$ cat src/rtl/oagu_pkg.sv
package oagu_pkg;

    typedef enum logic [2:0] {
        AM_IMM   = 3'd0,
        AM_REG   = 3'd1,
        AM_DIR   = 3'd2,
        AM_IND   = 3'd3,
        AM_RIND  = 3'd4,
        AM_DISP  = 3'd5,
        AM_PCREL = 3'd6,
        AM_STEP  = 3'd7
    } amode_e;

    typedef enum logic [1:0] {
        ST_IDLE = 2'd0,
        ST_PTR  = 2'd1,
        ST_OPR  = 2'd2
    } ast_e;

    localparam int unsigned MAX_READS = 2;
    localparam int unsigned RCNT_W    = $clog2(MAX_READS + 1);

endpackage

$ cat src/rtl/oagu_ea_calc.sv
module oagu_ea_calc
    import oagu_pkg::*;
#(
    parameter int unsigned AW = 16,
    parameter int unsigned FW = 12
) (
    input  amode_e            mode_i,
    input  logic              dec_i,
    input  logic [FW-1:0]     field_i,
    input  logic [AW-1:0]     base_i,
    input  logic [AW-1:0]     pc_i,
    output logic [AW-1:0]     ea_o,
    output logic [AW-1:0]     first_addr_o,
    output logic [AW-1:0]     early_val_o,
    output logic [RCNT_W-1:0] nrd_o,
    output logic              wb_need_o,
    output logic [AW-1:0]     wb_val_o
);

    localparam int unsigned EXT_W = AW - FW;
    localparam logic [AW-1:0] ONE = {{(AW-1){1'b0}}, 1'b1};

    logic [AW-1:0] fld_zx;
    logic [AW-1:0] fld_sx;
    logic [AW-1:0] base_inc;
    logic [AW-1:0] base_dec;

    assign fld_zx   = {{EXT_W{1'b0}}, field_i};
    assign fld_sx   = {{EXT_W{field_i[FW-1]}}, field_i};
    assign base_inc = base_i + ONE;
    assign base_dec = base_i - ONE;

    always_comb begin
        ea_o        = '0;
        early_val_o = '0;
        nrd_o       = RCNT_W'(1);
        wb_need_o   = 1'b0;
        wb_val_o    = '0;
        unique case (mode_i)
            AM_IMM: begin
                nrd_o       = '0;
                early_val_o = fld_zx;
            end
            AM_REG: begin
                nrd_o       = '0;
                early_val_o = base_i;
            end
            AM_DIR:   ea_o = fld_zx;
            AM_IND: begin
                nrd_o = RCNT_W'(2);
                ea_o  = '0;
            end
            AM_RIND:  ea_o = base_i;
            AM_DISP:  ea_o = base_i + fld_sx;
            AM_PCREL: ea_o = pc_i + fld_sx;
            AM_STEP: begin
                wb_need_o = 1'b1;
                if (dec_i) begin
                    ea_o     = base_dec;
                    wb_val_o = base_dec;
                end else begin
                    ea_o     = base_i;
                    wb_val_o = base_inc;
                end
            end
            default: begin
                nrd_o = '0;
            end
        endcase
    end

    assign first_addr_o = (mode_i == AM_IND) ? fld_zx : ea_o;

endmodule

$ cat src/rtl/oagu_seq.sv
module oagu_seq
    import oagu_pkg::*;
#(
    parameter int unsigned AW = 16,
    parameter int unsigned RI = 3
) (
    input  logic              clk,
    input  logic              rst_n,
    input  logic              start_i,
    input  logic [RI-1:0]     rsel_i,
    input  logic [RCNT_W-1:0] nrd_i,
    input  logic [AW-1:0]     first_addr_i,
    input  logic [AW-1:0]     ea_i,
    input  logic [AW-1:0]     early_val_i,
    input  logic              wb_need_i,
    input  logic [AW-1:0]     wb_val_i,
    input  logic              mem_valid_i,
    input  logic [AW-1:0]     mem_data_i,
    output logic              mem_req_o,
    output logic [AW-1:0]     mem_addr_o,
    output logic [AW-1:0]     ea_o,
    output logic [AW-1:0]     operand_o,
    output logic              done_o,
    output logic              wb_en_o,
    output logic [RI-1:0]     wb_idx_o,
    output logic [AW-1:0]     wb_data_o
);

    typedef struct packed {
        ast_e          st;
        logic [AW-1:0] addr;
        logic [AW-1:0] ea;
        logic [AW-1:0] opnd;
        logic          done;
        logic          wb_pend;
        logic          wb_en;
        logic [AW-1:0] wb_val;
        logic [RI-1:0] idx;
    } seq_t;

    seq_t seq_d;
    seq_t seq_q;

    logic rd_fire;
    assign rd_fire = (seq_q.st != ST_IDLE) && mem_valid_i;

    always_comb begin
        seq_d       = seq_q;
        seq_d.done  = 1'b0;
        seq_d.wb_en = 1'b0;
        unique case (seq_q.st)
            ST_IDLE: begin
                if (start_i) begin
                    seq_d.idx = rsel_i;
                    if (nrd_i == '0) begin
                        seq_d.done = 1'b1;
                        seq_d.ea   = '0;
                        seq_d.opnd = early_val_i;
                    end else begin
                        seq_d.addr    = first_addr_i;
                        seq_d.ea      = ea_i;
                        seq_d.wb_pend = wb_need_i;
                        seq_d.wb_val  = wb_val_i;
                        seq_d.st      = (nrd_i == RCNT_W'(2)) ? ST_PTR : ST_OPR;
                    end
                end
            end
            ST_PTR: begin
                if (rd_fire) begin
                    seq_d.addr = mem_data_i;
                    seq_d.ea   = mem_data_i;
                    seq_d.st   = ST_OPR;
                end
            end
            ST_OPR: begin
                if (rd_fire) begin
                    seq_d.opnd    = mem_data_i;
                    seq_d.done    = 1'b1;
                    seq_d.wb_en   = seq_q.wb_pend;
                    seq_d.wb_pend = 1'b0;
                    seq_d.st      = ST_IDLE;
                end
            end
            default: begin
                seq_d.st = ST_IDLE;
            end
        endcase
    end

    always_ff @(posedge clk) begin
        if (!rst_n) begin
            seq_q <= '0;
        end else begin
            seq_q <= seq_d;
        end
    end

    assign mem_req_o  = (seq_q.st != ST_IDLE);
    assign mem_addr_o = seq_q.addr;
    assign ea_o       = seq_q.ea;
    assign operand_o  = seq_q.opnd;
    assign done_o     = seq_q.done;
    assign wb_en_o    = seq_q.wb_en;
    assign wb_idx_o   = seq_q.idx;
    assign wb_data_o  = seq_q.wb_val;

endmodule

$ cat src/rtl/opaddr_gen.sv
module opaddr_gen
    import oagu_pkg::*;
#(
    parameter int unsigned AW = 16,
    parameter int unsigned FW = 12,
    parameter int unsigned RI = 3
) (
    input  logic          clk,
    input  logic          rst_n,
    input  logic          start_i,
    input  logic [2:0]    mode_i,
    input  logic          dec_i,
    input  logic [FW-1:0] field_i,
    input  logic [RI-1:0] rsel_i,
    input  logic [AW-1:0] pc_i,
    output logic [RI-1:0] rf_addr_o,
    input  logic [AW-1:0] rf_data_i,
    output logic          mem_req_o,
    output logic [AW-1:0] mem_addr_o,
    input  logic          mem_valid_i,
    input  logic [AW-1:0] mem_data_i,
    output logic [AW-1:0] ea_o,
    output logic [AW-1:0] operand_o,
    output logic          done_o,
    output logic          wb_en_o,
    output logic [RI-1:0] wb_idx_o,
    output logic [AW-1:0] wb_data_o
);

    logic [AW-1:0]     calc_ea;
    logic [AW-1:0]     calc_first;
    logic [AW-1:0]     calc_early;
    logic [RCNT_W-1:0] calc_nrd;
    logic              calc_wb_need;
    logic [AW-1:0]     calc_wb_val;

    assign rf_addr_o = rsel_i;

    oagu_ea_calc #(
        .AW(AW),
        .FW(FW)
    ) u_calc (
        .mode_i       (amode_e'(mode_i)),
        .dec_i        (dec_i),
        .field_i      (field_i),
        .base_i       (rf_data_i),
        .pc_i         (pc_i),
        .ea_o         (calc_ea),
        .first_addr_o (calc_first),
        .early_val_o  (calc_early),
        .nrd_o        (calc_nrd),
        .wb_need_o    (calc_wb_need),
        .wb_val_o     (calc_wb_val)
    );

    oagu_seq #(
        .AW(AW),
        .RI(RI)
    ) u_seq (
        .clk          (clk),
        .rst_n        (rst_n),
        .start_i      (start_i),
        .rsel_i       (rsel_i),
        .nrd_i        (calc_nrd),
        .first_addr_i (calc_first),
        .ea_i         (calc_ea),
        .early_val_i  (calc_early),
        .wb_need_i    (calc_wb_need),
        .wb_val_i     (calc_wb_val),
        .mem_valid_i  (mem_valid_i),
        .mem_data_i   (mem_data_i),
        .mem_req_o    (mem_req_o),
        .mem_addr_o   (mem_addr_o),
        .ea_o         (ea_o),
        .operand_o    (operand_o),
        .done_o       (done_o),
        .wb_en_o      (wb_en_o),
        .wb_idx_o     (wb_idx_o),
        .wb_data_o    (wb_data_o)
    );

endmodule

$ cat config.mk
export PLATFORM = sky130hd
export DESIGN_NAME = opaddr_gen
export DESIGN_NICKNAME = d
export VERILOG_FILES = /design/src/rtl/oagu_pkg.sv /design/src/rtl/oagu_ea_calc.sv /design/src/rtl/oagu_seq.sv /design/src/rtl/opaddr_gen.sv
export SDC_FILE = /design/constraint.sdc
export NUM_CORES = 1
export LEC_CHECK = 0
export BUFFER_PORTS_ARGS = -buffer_cell sky130_fd_sc_hd__buf_2
export CAP_MARGIN = 10
export CELL_PAD_IN_SITES_DETAIL_PLACEMENT = 1
export CELL_PAD_IN_SITES_GLOBAL_PLACEMENT = 2
export CORE_MARGIN = 10
export CORE_UTILIZATION = 32
export DETAILED_ROUTE_END_ITERATION = 12
export PLACE_DENSITY = 0.93
export SLEW_MARGIN = 20
export SYNTH_ARGS = -nofsm -noshare
export SYNTH_HDL_FRONTEND = slang
export SYNTH_HIERARCHICAL = 1
export SYNTH_SLANG_ARGS = --single-unit
export TNS_END_PERCENT = 20
$ cat constraint.sdc
create_clock -name clk -period 4.8 [get_ports clk]
set_input_delay 0.96 -clock clk [delete_from_list [all_inputs] [get_ports clk]]
set_output_delay 0.96 -clock clk [all_outputs]
set_load 0.05 [all_outputs]
==> results of run 1 <==
## cells in the final DEF (no fill, tap or decap), types with 6 or more instances in the layout
cell type and n:
buf_2 143, nand2_1 120, dfxtp_1 72, nor2_1 58, a21oi_1 40, o21ai_0 39
a22oi_1 26, o211ai_1 22, xnor2_1 21, ha_1 21, mux2_2 18, mux2i_1 18
a21boi_0 17, a22o_1 17, a21o_1 13, nand3_1 13, buf_4 12, xor2_1 12
a21boi_2 10, a22oi_2 10, o21ai_2 10, clkbuf_16 9, inv_1 9, nor3_1 9
nor2b_1 9, a21boi_1 9, a31oi_1 8, and3_1 8, o22ai_1 7, nand2b_1 6
nor3b_1 6, nand4_1 6
## worst max-delay path by stage
stage                   start                                end  slack, ps  cells after the start
floorplan           mode_i[2]  u_seq/mem_addr_o[14]$_SDFFE_PN0P_        650                     15
global placement    mode_i[2]  u_seq/mem_addr_o[14]$_SDFFE_PN0P_        630                     14
detailed placement  mode_i[0]   u_seq/mem_addr_o[9]$_SDFFE_PN0P_        550                     13
CTS                 mode_i[0]  u_seq/mem_addr_o[14]$_SDFFE_PN0P_        900                     14
global route        mode_i[0]   u_seq/mem_addr_o[9]$_SDFFE_PN0P_        630                     13
finish              mode_i[0]   u_seq/mem_addr_o[9]$_SDFFE_PN0P_        860                     13
## worst min-delay path, cell delays in order (launching register included)
cell      delay [ps]
dfxtp_1          300
nand2_1           50
a21boi_1          50
## cell type report
type	count	area, sq um
flip-flops and latches	72	1440
well taps	270	338
inverters	9	33.8
diodes	1	2.50
multi-input cells	631	4300
repair buffers	155	806
fillers	2501	13100
clock buffers	10	239
clock inverters	6	67.6
## layer usage
metal	vias to the layer above	part of all wire	track usage
met5	-	0.00051	0
met4	2	0.037	0.0825
met3	49	0.072	0.0401
met2	224	0.45	0.283
met1	3116	0.44	0.242
li1	3038	-	-
## cells by family after synthesis
family / synth area share
buffers and inverters: 0.137
AO/OA/AOI/OAI: 0.308
XOR/XNOR: 0.0435
flip-flops: 0.217
adder cells (fa/ha/maj): 0.0425
multiplexers: 0.0576
AND/OR/NAND/NOR: 0.194
## registers in the layout (all words and copies together), names as in the netlist
| name | flops |
|---|---|
| u_seq/mem_addr_o | 16 |
| u_seq/ea_o | 16 |
| u_seq/wb_data_o | 16 |
| u_seq/wb_idx_o | 3 |
| u_seq/seq_q | 3 |
| u_seq/done_o | 1 |
| u_seq/wb_en_o | 1 |
| u_seq/operand_o | 16 |
## power by group
part	total, mW	switching, mW	internal, mW
Combinational	0.676	0.459	0.217
Sequential	0.645	0.0202	0.625
Clock	0.699	0.280	0.419
Total	2.02	0.760	1.26
## metrics by stage
step | instances | hold WS, ps
2_1_floorplan | 849 | 431
3_3_place_gp | 1137 | 439
3_5_place_dp | 1137 | 445
4_1_cts | 1153 | 453
5_1_grt | 1154 | 473
6_report | 1154 | 449
==> metrics.md, run 1 <==
| Metric | Value |
|---|---|
| Gp weighted congestion | `0.896` |
| Hold endpoint | `u_seq/wb_data_o[13]$_SDFFE_PN0P_` |
| Worst slew pin tran | `~1100 ps` |
| R2R Setup Slk | `approximately 2000 ps` |
| Status | `finished clean` |
| Total track usage | `0.185` |
| CTS Sinks | `around 70` |
| Crit share post-route | `0.822` |
| # hold bufs at CTS | `0` |
| Final Net Count | `roughly 970` |
| Top cells by count, synth | `nand2_1, buf_4, dfxtp_1` |
| Ys async rst share | `0` |
| WL/cell | `about 22 microns` |
| # IOs | `144` |
| Total number of vias | `6,429` |
| Die height | `approximately 160 microns` |
| First-pass GRT wire length | `about 40,000 microns` |
| Yosys reg bits | `72` |
| # Max-Cap Violations | `0` |
| Initial antenna violation count | `2` |
| Pins Over Slew Limit | `0` |
| Pin count of the biggest net entering global routing | `64` |
| Final Setup Violations | `0` |
| Synth warn | `6` |
| Primary FF master, synth | `dfxtp_1` |
| Chip width | `164 microns` |
| Hold path start | `u_seq/wb_data_o[13]$_SDFFE_PN0P_` |
| Cell family with most CP delay | `compound AO/OA/AOI/OAI gates` |
| Leakage power | `3.03 nW` |
| Cell area after placement | `6920 sq um` |
| CP Capture Type | `register` |
| Final count of hold timing violations | `0` |
| Worst setup path class | `input pin to register` |
| Die Footprint | `between 20,000 and 30,000 sq um` |
| Crit-path slowest cell | `mux2_2` |
| VDD IR max | `0.165 mV` |
| Synth Net Count | `roughly 940` |
| Via density | `5.57` |
| Longest Clk Path Bufs | `2` |
| Syn Inst Count | `849` |
| Core Area | `20,400 sq um` |
| Routed Antenna Nets | `0` |
| Post-synth EDFFs | `0` |
| Distinct cells, synth | `79` |
| Fin crit period | `approximately 3900 ps` |
| CTS Buf Count | `9` |
| WP data arrival | `4160 ps` |
| FF-to-FF Start | `u_seq/seq_q[70]$_SDFFE_PN0P_` |
| Pre-Repair DR Iteration Count | `5` |
| Hold path cells | `2` |
| Cell chain of the critical path | `buf_2, nand3b_1, mux2_2, ha_1, a211oi_1, o21bai_1, o21ai_0, nand2_1, xor2_1, a221o_1, a22o_1, nand2_1, o21ai_2` |
| Synth top area share | `0.217` |
| Power Density | `279 nW/um^2` |
| Buf/Inv on CP | `1` |
| Highest Clock Rate | `0.254 GHz` |
| Mapped Area | `6650 sq um` |
| Routed WL | `between 20,000 and 30,000 microns` |
| Input/output buffers | `143` |
| Iteration-0 DRC Markers | `roughly 520` |
| Design area | `7230 sq um` |
| Hpwl dp | `between 15,000 and 20,000 microns` |
| Clk root buf | `clkbuf_16` |
| Setup slack at placement | `551 ps` |
| Critical path's most frequent cell | `nand2_1` |
| FF-to-FF path depth | `7` |
| Slowest stage delay, CP | `440 ps` |
| Worst Skew | `3.84 ps` |
| Max transition margin | `0.294` |
| Count leader, synth | `nand2_1` |
| FF-to-FF End | `u_seq/mem_addr_o[15]$_SDFFE_PN0P_` |
| Rows | `52` |
| Critical Path Fanout Max | `9` |
| DRC Markers | `0` |
| Initial Util | `0.326` |
| Postcts setup bufs | `0` |
| Top post-synthesis cells by area | `dfxtp_1, buf_4, nand2_1` |
| Clock slew seen by the registers of the worst setup and hold paths | `~60 ps` |
| Post-CTS sizing | `0` |
| HP Class | `register to register` |
| Unrepaired setup endpoints after global routing | `false` |
| Clock Latency Late Sink | `330 ps` |
| Layout Utilization | `0.355` |
| CTS tree | `done` |
| H-tree levels | `3` |
| Ratio of cells with drive above 1 in the final layout | `0.271` |
| Post-synthesis sequential area ratio | `0.217` |
| Overall Power | `2.02 mW` |
| Vias in the first global route | `6,536` |
| Synth area leader | `dfxtp_1` |
| CP required | `5020 ps` |
| Synthesized area per cell | `just under 8 sq um` |
| Setup WS post-layout | `between 800 and 900 ps` |
| Area delta synth->final | `8.73%` |
| Gr ovfl total | `0` |
| Setup_tns | `0 ps` |
| Startpoint Class | `input pin` |
Note: power is estimated with default switching activity, not from simulation.
==> run 2: changes to the inputs <==
Settings changed: CORE_UTILIZATION 32 to 29, PLACE_DENSITY 0.93 to 0.89.
Clock period 4.8 ns to 3.4 ns, I/O delays scaled along.
==> metrics.md, run 2 (synthesized netlist as in run 1, its figures left out) <==
| Metric | Value |
|---|---|
| Status | `finished clean (unchanged)` |
| Max transition margin | `0.385 (was 0.294)` |
| Chip width | `171 microns (was 164 microns)` |
| CTS tree | `done (unchanged)` |
| Startpoint Class | `input pin (unchanged)` |
| HP Class | `register to register (unchanged)` |
| Unrepaired setup endpoints after global routing | `false (unchanged)` |
| Worst Skew | `8.38 ps (was 3.84 ps)` |
| Initial antenna violation count | `2 (unchanged)` |
| Worst setup path class | `input pin to register (unchanged)` |
| Hold path cells | `2 (unchanged)` |
| CTS Sinks | `72 (unchanged)` |
| Routed WL | `27,300 microns (was 25,700 microns)` |
| Critical Path Fanout Max | `10 (was 9)` |
| Input/output buffers | `143 (unchanged)` |
| Iteration-0 DRC Markers | `427 (was 516)` |
| WP data arrival | `3540 ps (was 4160 ps)` |
| Pins Over Slew Limit | `0 (unchanged)` |
| Core Area | `22,600 sq um (was 20,400 sq um)` |
| Cell chain of the critical path | `buf_2, nand3b_1, buf_4, buf_4, mux2_2, ha_1, a21oi_1, nor2b_1, o31a_1, o21ai_0, o211ai_1, nand3_1, a22o_1, nand2_1, o21ai_0 (was buf_2, nand3b_1, mux2_2, ha_1, a211oi_1, o21bai_1, o21ai_0, nand2_1, xor2_1, a221o_1, a22o_1, nand2_1, o21ai_2)` |
| Routed Antenna Nets | `0 (unchanged)` |
| Worst slew pin tran | `921 ps (was 1060 ps)` |
| Design area | `7750 sq um (was 7230 sq um)` |
| Final Net Count | `1,027 (was 971)` |
| Levels on crit path | `15 (was 13)` |
| Cell area after placement | `7420 sq um (was 6920 sq um)` |
| Clock Latency Late Sink | `350 ps (was 330 ps)` |
| CP required | `3680 ps (was 5020 ps)` |
| Die Footprint | `29,400 sq um (was 26,900 sq um)` |
| # Max-Cap Violations | `0 (unchanged)` |
| Longest Clk Path Bufs | `2 (unchanged)` |
| Vias in the first global route | `6,770 (was 6,536)` |
| Ratio of cells with drive above 1 in the final layout | `0.329 (was 0.271)` |
| H-tree levels | `3 (unchanged)` |
| Antenna fix cells | `0 (was 1)` |
| Commonest non-fill, non-tap cell in the layout | `buf_2 (unchanged)` |
| VDD IR max | `0.182 mV (was 0.165 mV)` |
| Gr ovfl total | `0 (unchanged)` |
| Die height | `171 microns (was 164 microns)` |
| Clock slew seen by the registers of the worst setup and hold paths | `60 ps (about the same)` |
| Leakage power | `3.33 nW (was 3.03 nW)` |
| Hpwl dp | `21,800 microns (was 19,900 microns)` |
| Highest Clock Rate | `0.307 GHz` |
| Crit-path slowest cell | `mux2_2 (unchanged)` |
| Fillers | `2,779 (was 2,501)` |
| Gp weighted congestion | `0.940 (was 0.896)` |
| Via density | `5.44 (was 5.57)` |
| WL/cell | `22.3 microns (about the same)` |
| FF-to-FF path depth | `5 (was 7)` |
| Clk root buf | `clkbuf_16 (unchanged)` |
| # IOs | `144 (unchanged)` |
| Total track usage | `0.182 (was 0.185)` |
| Most frequent cells in the layout | `buf_2, nand2_1, dfxtp_1 (unchanged)` |
| Fin crit period | `3260 ps` |
| First-pass GRT wire length | `41,300 microns (was 38,900 microns)` |
| Rows | `55 (was 52)` |
| Final Setup Violations | `0 (unchanged)` |
| Final count of hold timing violations | `0 (unchanged)` |
| Cell family with most CP delay | `compound AO/OA/AOI/OAI gates (unchanged)` |
| Total number of vias | `6,659 (was 6,429)` |
| DRC Markers | `0 (unchanged)` |
| Area delta synth->final | `16.6% (was 8.73%)` |
| Power Density | `384 nW/um^2 (was 279 nW/um^2)` |
| Buf/Inv on CP | `3 (was 1)` |
| Slowest stage delay, CP | `350 ps (was 440 ps)` |
| Storage cell area | `1440 sq um (unchanged)` |
| CP Capture Type | `register (unchanged)` |
| Pin count of the biggest net entering global routing | `51 (was 64)` |
| Pre-Repair DR Iteration Count | `5 (unchanged)` |
| Postcts setup bufs | `0 (unchanged)` |
| Hold_ws | `449 ps (about the same)` |
| Initial Util | `0.295 (was 0.326)` |
| CTS Buf Count | `9 (unchanged)` |
| Crit share post-route | `0.958` |
| Area of the multi-input gates | `4390 sq um (was 4300 sq um)` |
[run 2: worst paths after layout]
check                                   start  slack, ps                           endpoint
min          u_seq/wb_data_o[13]$_SDFFE_PN0P_        450   u_seq/wb_data_o[13]$_SDFFE_PN0P_
max                                 mode_i[2]        140  u_seq/mem_addr_o[15]$_SDFFE_PN0P_
min reg2reg  u_seq/wb_data_o[13]$_SDFFE_PN0P_        450   u_seq/wb_data_o[13]$_SDFFE_PN0P_
max reg2reg      u_seq/seq_q[71]$_SDFFE_PN0P_        970    u_seq/operand_o[6]$_SDFFE_PN0P_
[run 2: worst min-delay path: cells and delay by family, from the launching register on]
family	cells	cell delay [ps]
flops	1	300
compound gates	1	50
simple gates	1	50
[run 2: report_power, final]
group	internal, mW	switching [mW]	leakage [nW]	total (mW)
Sequential	0.882	0.0292	0.586	0.912
Clock	0.592	0.401	0.150	0.993
Combinational	0.391	0.680	2.59	1.07
Total	1.87	1.11	3.33	2.98
[run 2: cell type report]
class	instances	share of cell area
flip-flops and latches	72	0.186
repair buffers	211	0.158
inverters	9	0.00436
clock inverters	6	0.00872
clock buffers	10	0.0308
well taps	285	0.0460
multi-input cells	631	0.566
[run 2: routing by layer]
layer / part of all wire / vias up / wire length, microns / global-route usage
li1: - / 3140 / - / -
met1: 0.44 / 3203 / 12000 / 0.233
met2: 0.45 / 254 / 12300 / 0.288
met3: 0.063 / 62 / 1730 / 0.0367
met4: 0.045 / 0 / 1220 / 0.0847
met5: 0 / - / 0 / 0
[run 2: stage by stage]
| stage | utilization | setup WS [ps] | instances | TNS [ps] | power [mW] |
|---|---|---|---|---|---|
| floorplan | - | -61.6 | 849 | -177 | 1.66 |
| global placement | 0.329 | -217 | 1208 | -1110 | 1.96 |
| detailed placement | 0.329 | -239 | 1208 | -2270 | 1.98 |
| CTS | 0.342 | 129 | 1224 | 0 | 2.98 |
| global route | 0.343 | 6.15 | 1224 | 0 | 3.11 |
| finish | 0.343 | 143 | 1224 | 0 | 2.98 |
[run 2: what timing repair did]
item	4_1_cts	5_1_grt
setup endpoints to repair	0	7
hold buffers	0	0
endpoints found under the hold margin	0	0
resized for setup	0	6
==> run 3: changes to the inputs <==
Settings changed: SETUP_SLACK_MARGIN from default to 0.15.
==> metrics.md, run 3 (synthesized netlist as in run 1, its figures left out) <==
| Metric | Value |
|---|---|
| Total track usage | `0.179 (was 0.182)` |
| # hold bufs at CTS | `0 (unchanged)` |
| Highest Clock Rate | `0.307 GHz (about the same)` |
| Hold path start | `u_seq/wb_data_o[8]$_SDFFE_PN0P_ (was u_seq/wb_data_o[13]$_SDFFE_PN0P_)` |
| Cell area after placement | `7460 sq um (was 7420 sq um)` |
| Unrepaired setup endpoints after global routing | `true (was false)` |
| R2R Setup Slk | `1270 ps (was 970 ps)` |
| NetSw | `1.15 mW (was 1.11 mW)` |
| Crit share post-route | `0.958 (about the same)` |
| VDD IR max | `0.237 mV (was 0.182 mV)` |
| Cell chain of the critical path | `buf_8, nand3b_1, buf_6, mux2_4, ha_4, fa_2, nand3_4, a211oi_4, buf_6, o211ai_1, mux2_4, o221ai_4, a21o_1, a22o_1, nand2_1, o21ai_2 (was buf_2, nand3b_1, buf_4, buf_4, mux2_2, ha_1, a21oi_1, nor2b_1, o31a_1, o21ai_0, o211ai_1, nand3_1, a22o_1, nand2_1, o21ai_0)` |
| Iteration-0 DRC Markers | `556 (was 427)` |
| DRC Markers | `0 (unchanged)` |
| Die Footprint | `29,400 sq um (unchanged)` |
| Status | `finished clean (unchanged)` |
| Gr ovfl total | `0 (unchanged)` |
| Design area | `7900 sq um (was 7750 sq um)` |
| CP Capture Type | `register (unchanged)` |
| Setup_tns | `0 ps (unchanged)` |
| Routed WL | `27,300 microns (about the same)` |
| Total number of vias | `6,673 (was 6,659)` |
| Final Net Count | `1,031 (was 1,027)` |
| Placed Cells | `1,211 (was 1,208)` |
| Hold endpoint | `u_seq/wb_data_o[8]$_SDFFE_PN0P_ (was u_seq/wb_data_o[13]$_SDFFE_PN0P_)` |
| Switching share of power | `0.390 (was 0.373)` |
| Area delta synth->final | `18.8% (was 16.6%)` |
| CP required | `3680 ps (about the same)` |
| FF-to-FF End | `u_seq/operand_o[5]$_SDFFE_PN0P_ (was u_seq/operand_o[6]$_SDFFE_PN0P_)` |
| Routed Antenna Nets | `0 (unchanged)` |
| Hpwl dp | `21,800 microns (about the same)` |
| Commonest non-fill, non-tap cell in the layout | `buf_2 (unchanged)` |
| Longest Clk Path Bufs | `2 (unchanged)` |
| Area of the multi-input gates | `4500 sq um (was 4390 sq um)` |
| Final count of hold timing violations | `0 (unchanged)` |
| Input/output buffers | `143 (unchanged)` |
| Fillers | `2,797 (was 2,779)` |
| Most frequent cells in the layout | `buf_2, nand2_1, dfxtp_1 (unchanged)` |
| Wl on met1 | `12,100 microns (was 12,000 microns)` |
| CTS Buf Count | `9 (unchanged)` |
| Non-Filler Instances | `1,230 (was 1,224)` |
| Ratio of cells with drive above 1 in the final layout | `0.346 (was 0.329)` |
| Hold_ws | `450 ps (was 449 ps)` |
| CTS Sinks | `72 (unchanged)` |
| Startpoint Class | `input pin (unchanged)` |
| Internal power | `1.79 mW (was 1.87 mW)` |
| Via density | `5.43 (was 5.44)` |
| Max transition margin | `0.498 (was 0.385)` |
| HP Class | `register to register (unchanged)` |
| Pins Over Slew Limit | `0 (unchanged)` |
| Chip width | `171 microns (unchanged)` |
| Final Setup Violations | `0 (unchanged)` |
| Met3 Wirelength | `1820 microns (was 1730 microns)` |
| WP data arrival | `3540 ps (about the same)` |
| Worst Skew | `13.3 ps (was 8.38 ps)` |
| CTS tree | `done (unchanged)` |
| Core Area | `22,600 sq um (unchanged)` |
| Power Density | `372 nW/um^2 (was 384 nW/um^2)` |
| Initial antenna violation count | `2 (unchanged)` |
| Hold path cells | `2 (unchanged)` |
| Leakage power | `3.35 nW (was 3.33 nW)` |
| Pre-Repair DR Iteration Count | `5 (unchanged)` |
| WL/cell | `22.2 microns (was 22.3 microns)` |
| Vias in the first global route | `6,758 (was 6,770)` |
| Die height | `171 microns (unchanged)` |
| Clock share of power | `0.311 (was 0.334)` |
| Critical Path Fanout Max | `5 (was 10)` |
| FF-to-FF Start | `u_seq/seq_q[70]$_SDFFE_PN0P_ (was u_seq/seq_q[71]$_SDFFE_PN0P_)` |
| Slowest stage delay, CP | `390 ps (was 350 ps)` |
| Reg power frac | `0.308 (was 0.306)` |
| Storage cell area | `1440 sq um (unchanged)` |
| Crit-path slowest cell | `fa_2 (was mux2_2)` |
| Gp weighted congestion | `0.984 (was 0.940)` |
| Metal2 WL | `12,800 microns (was 12,300 microns)` |
| Pin count of the biggest net entering global routing | `52 (was 51)` |
| # Max-Cap Violations | `0 (unchanged)` |
| First-pass GRT wire length | `41,000 microns (was 41,300 microns)` |
| # IOs | `144 (unchanged)` |
| DR top layer | `met4 (unchanged)` |
| Initial Util | `0.295 (unchanged)` |
| Fin crit period | `3260 ps (about the same)` |
| Clk root buf | `clkbuf_16 (unchanged)` |
| Gate power share | `0.381 (was 0.360)` |
| Clock Latency Late Sink | `340 ps (was 350 ps)` |
| Rows | `55 (unchanged)` |
| Clock slew seen by the registers of the worst setup and hold paths | `70 ps (was 60 ps)` |
| Worst slew pin tran | `753 ps (was 921 ps)` |
| FF-to-FF path depth | `6 (was 5)` |
| Worst setup path class | `input pin to register (unchanged)` |
| H-tree levels | `3 (unchanged)` |
[run 3: cell count changes in the layout (fill, tap and decap cells not counted), moves of 3 or more]
cell / change
o21ai_0: -4
a21oi_2: +3
buf_6: +3
a21oi_1: -3
ha_1: -4
o21ai_1: +4
[run 3: worst max-delay path by stage]
stage,startpoint,to,slack [ps]
after floorplan,mode_i[2],u_seq/mem_addr_o[14]$_SDFFE_PN0P_,-60
after global placement,mode_i[0],u_seq/mem_addr_o[11]$_SDFFE_PN0P_,-240
after detailed placement,mode_i[0],u_seq/mem_addr_o[11]$_SDFFE_PN0P_,-220
after CTS,mode_i[0],u_seq/mem_addr_o[11]$_SDFFE_PN0P_,160
after global routing,mode_i[0],u_seq/mem_addr_o[10]$_SDFFE_PN0P_,70
final,mode_i[0],u_seq/mem_addr_o[10]$_SDFFE_PN0P_,140
[run 3: area by class of cell]
cell class              instances  area share
repair buffers                215       0.163
well taps                     285      0.0452
diodes                          2    0.000634
multi-input cells             631       0.570
inverters                       9     0.00428
flip-flops and latches         72       0.183
clock buffers                  10      0.0290
clock inverters                 6     0.00539
[run 3: metal layers]
metal / vias up / GRT usage
met5: - / 0
met4: 0 / 0.0495
met3: 28 / 0.0293
met2: 258 / 0.295
met1: 3229 / 0.236
li1: 3158 / -
[run 3: critical path: cells and delay by family]
kind                     cells  cell delay, ps
AO/OA/AOI/OAI                6             900
AND/OR/NAND/NOR              3             330
buffers and inverters        3             390
adder cells (fa/ha/maj)      2             570
multiplexers                 2             670
[run 3: timing repair]
item                       in CTS  in global routing
resized for setup               2                 32
setup endpoints to repair       1                 18
setup buffers                   0                  0
pin swaps                       0                 11
gates cloned                    0                  1
[run 3: power groups by stage]
stage / registers (mW) / clock network [mW] / logic (mW)
2_1_floorplan: 0.919 / 0 / 0.747
3_3_place_gp: 0.924 / 0 / 1.05
3_5_place_dp: 0.925 / 0 / 1.06
4_1_cts: 0.906 / 0.931 / 1.07
5_1_grt: 0.910 / 0.964 / 1.19
6_report: 0.906 / 0.915 / 1.12
[run 3: stage by stage]
| stage | power [mW] | setup WS (ps) | util |
|---|---|---|---|
| 2_1_floorplan | 1.67 | -61.6 | - |
| 3_5_place_dp | 1.99 | -219 | 0.331 |
| 5_1_grt | 3.07 | 67.0 | 0.350 |
| 4_1_cts | 2.91 | 156 | 0.343 |
| 6_report | 2.94 | 143 | 0.350 |
| 3_3_place_gp | 1.97 | -240 | 0.331 |
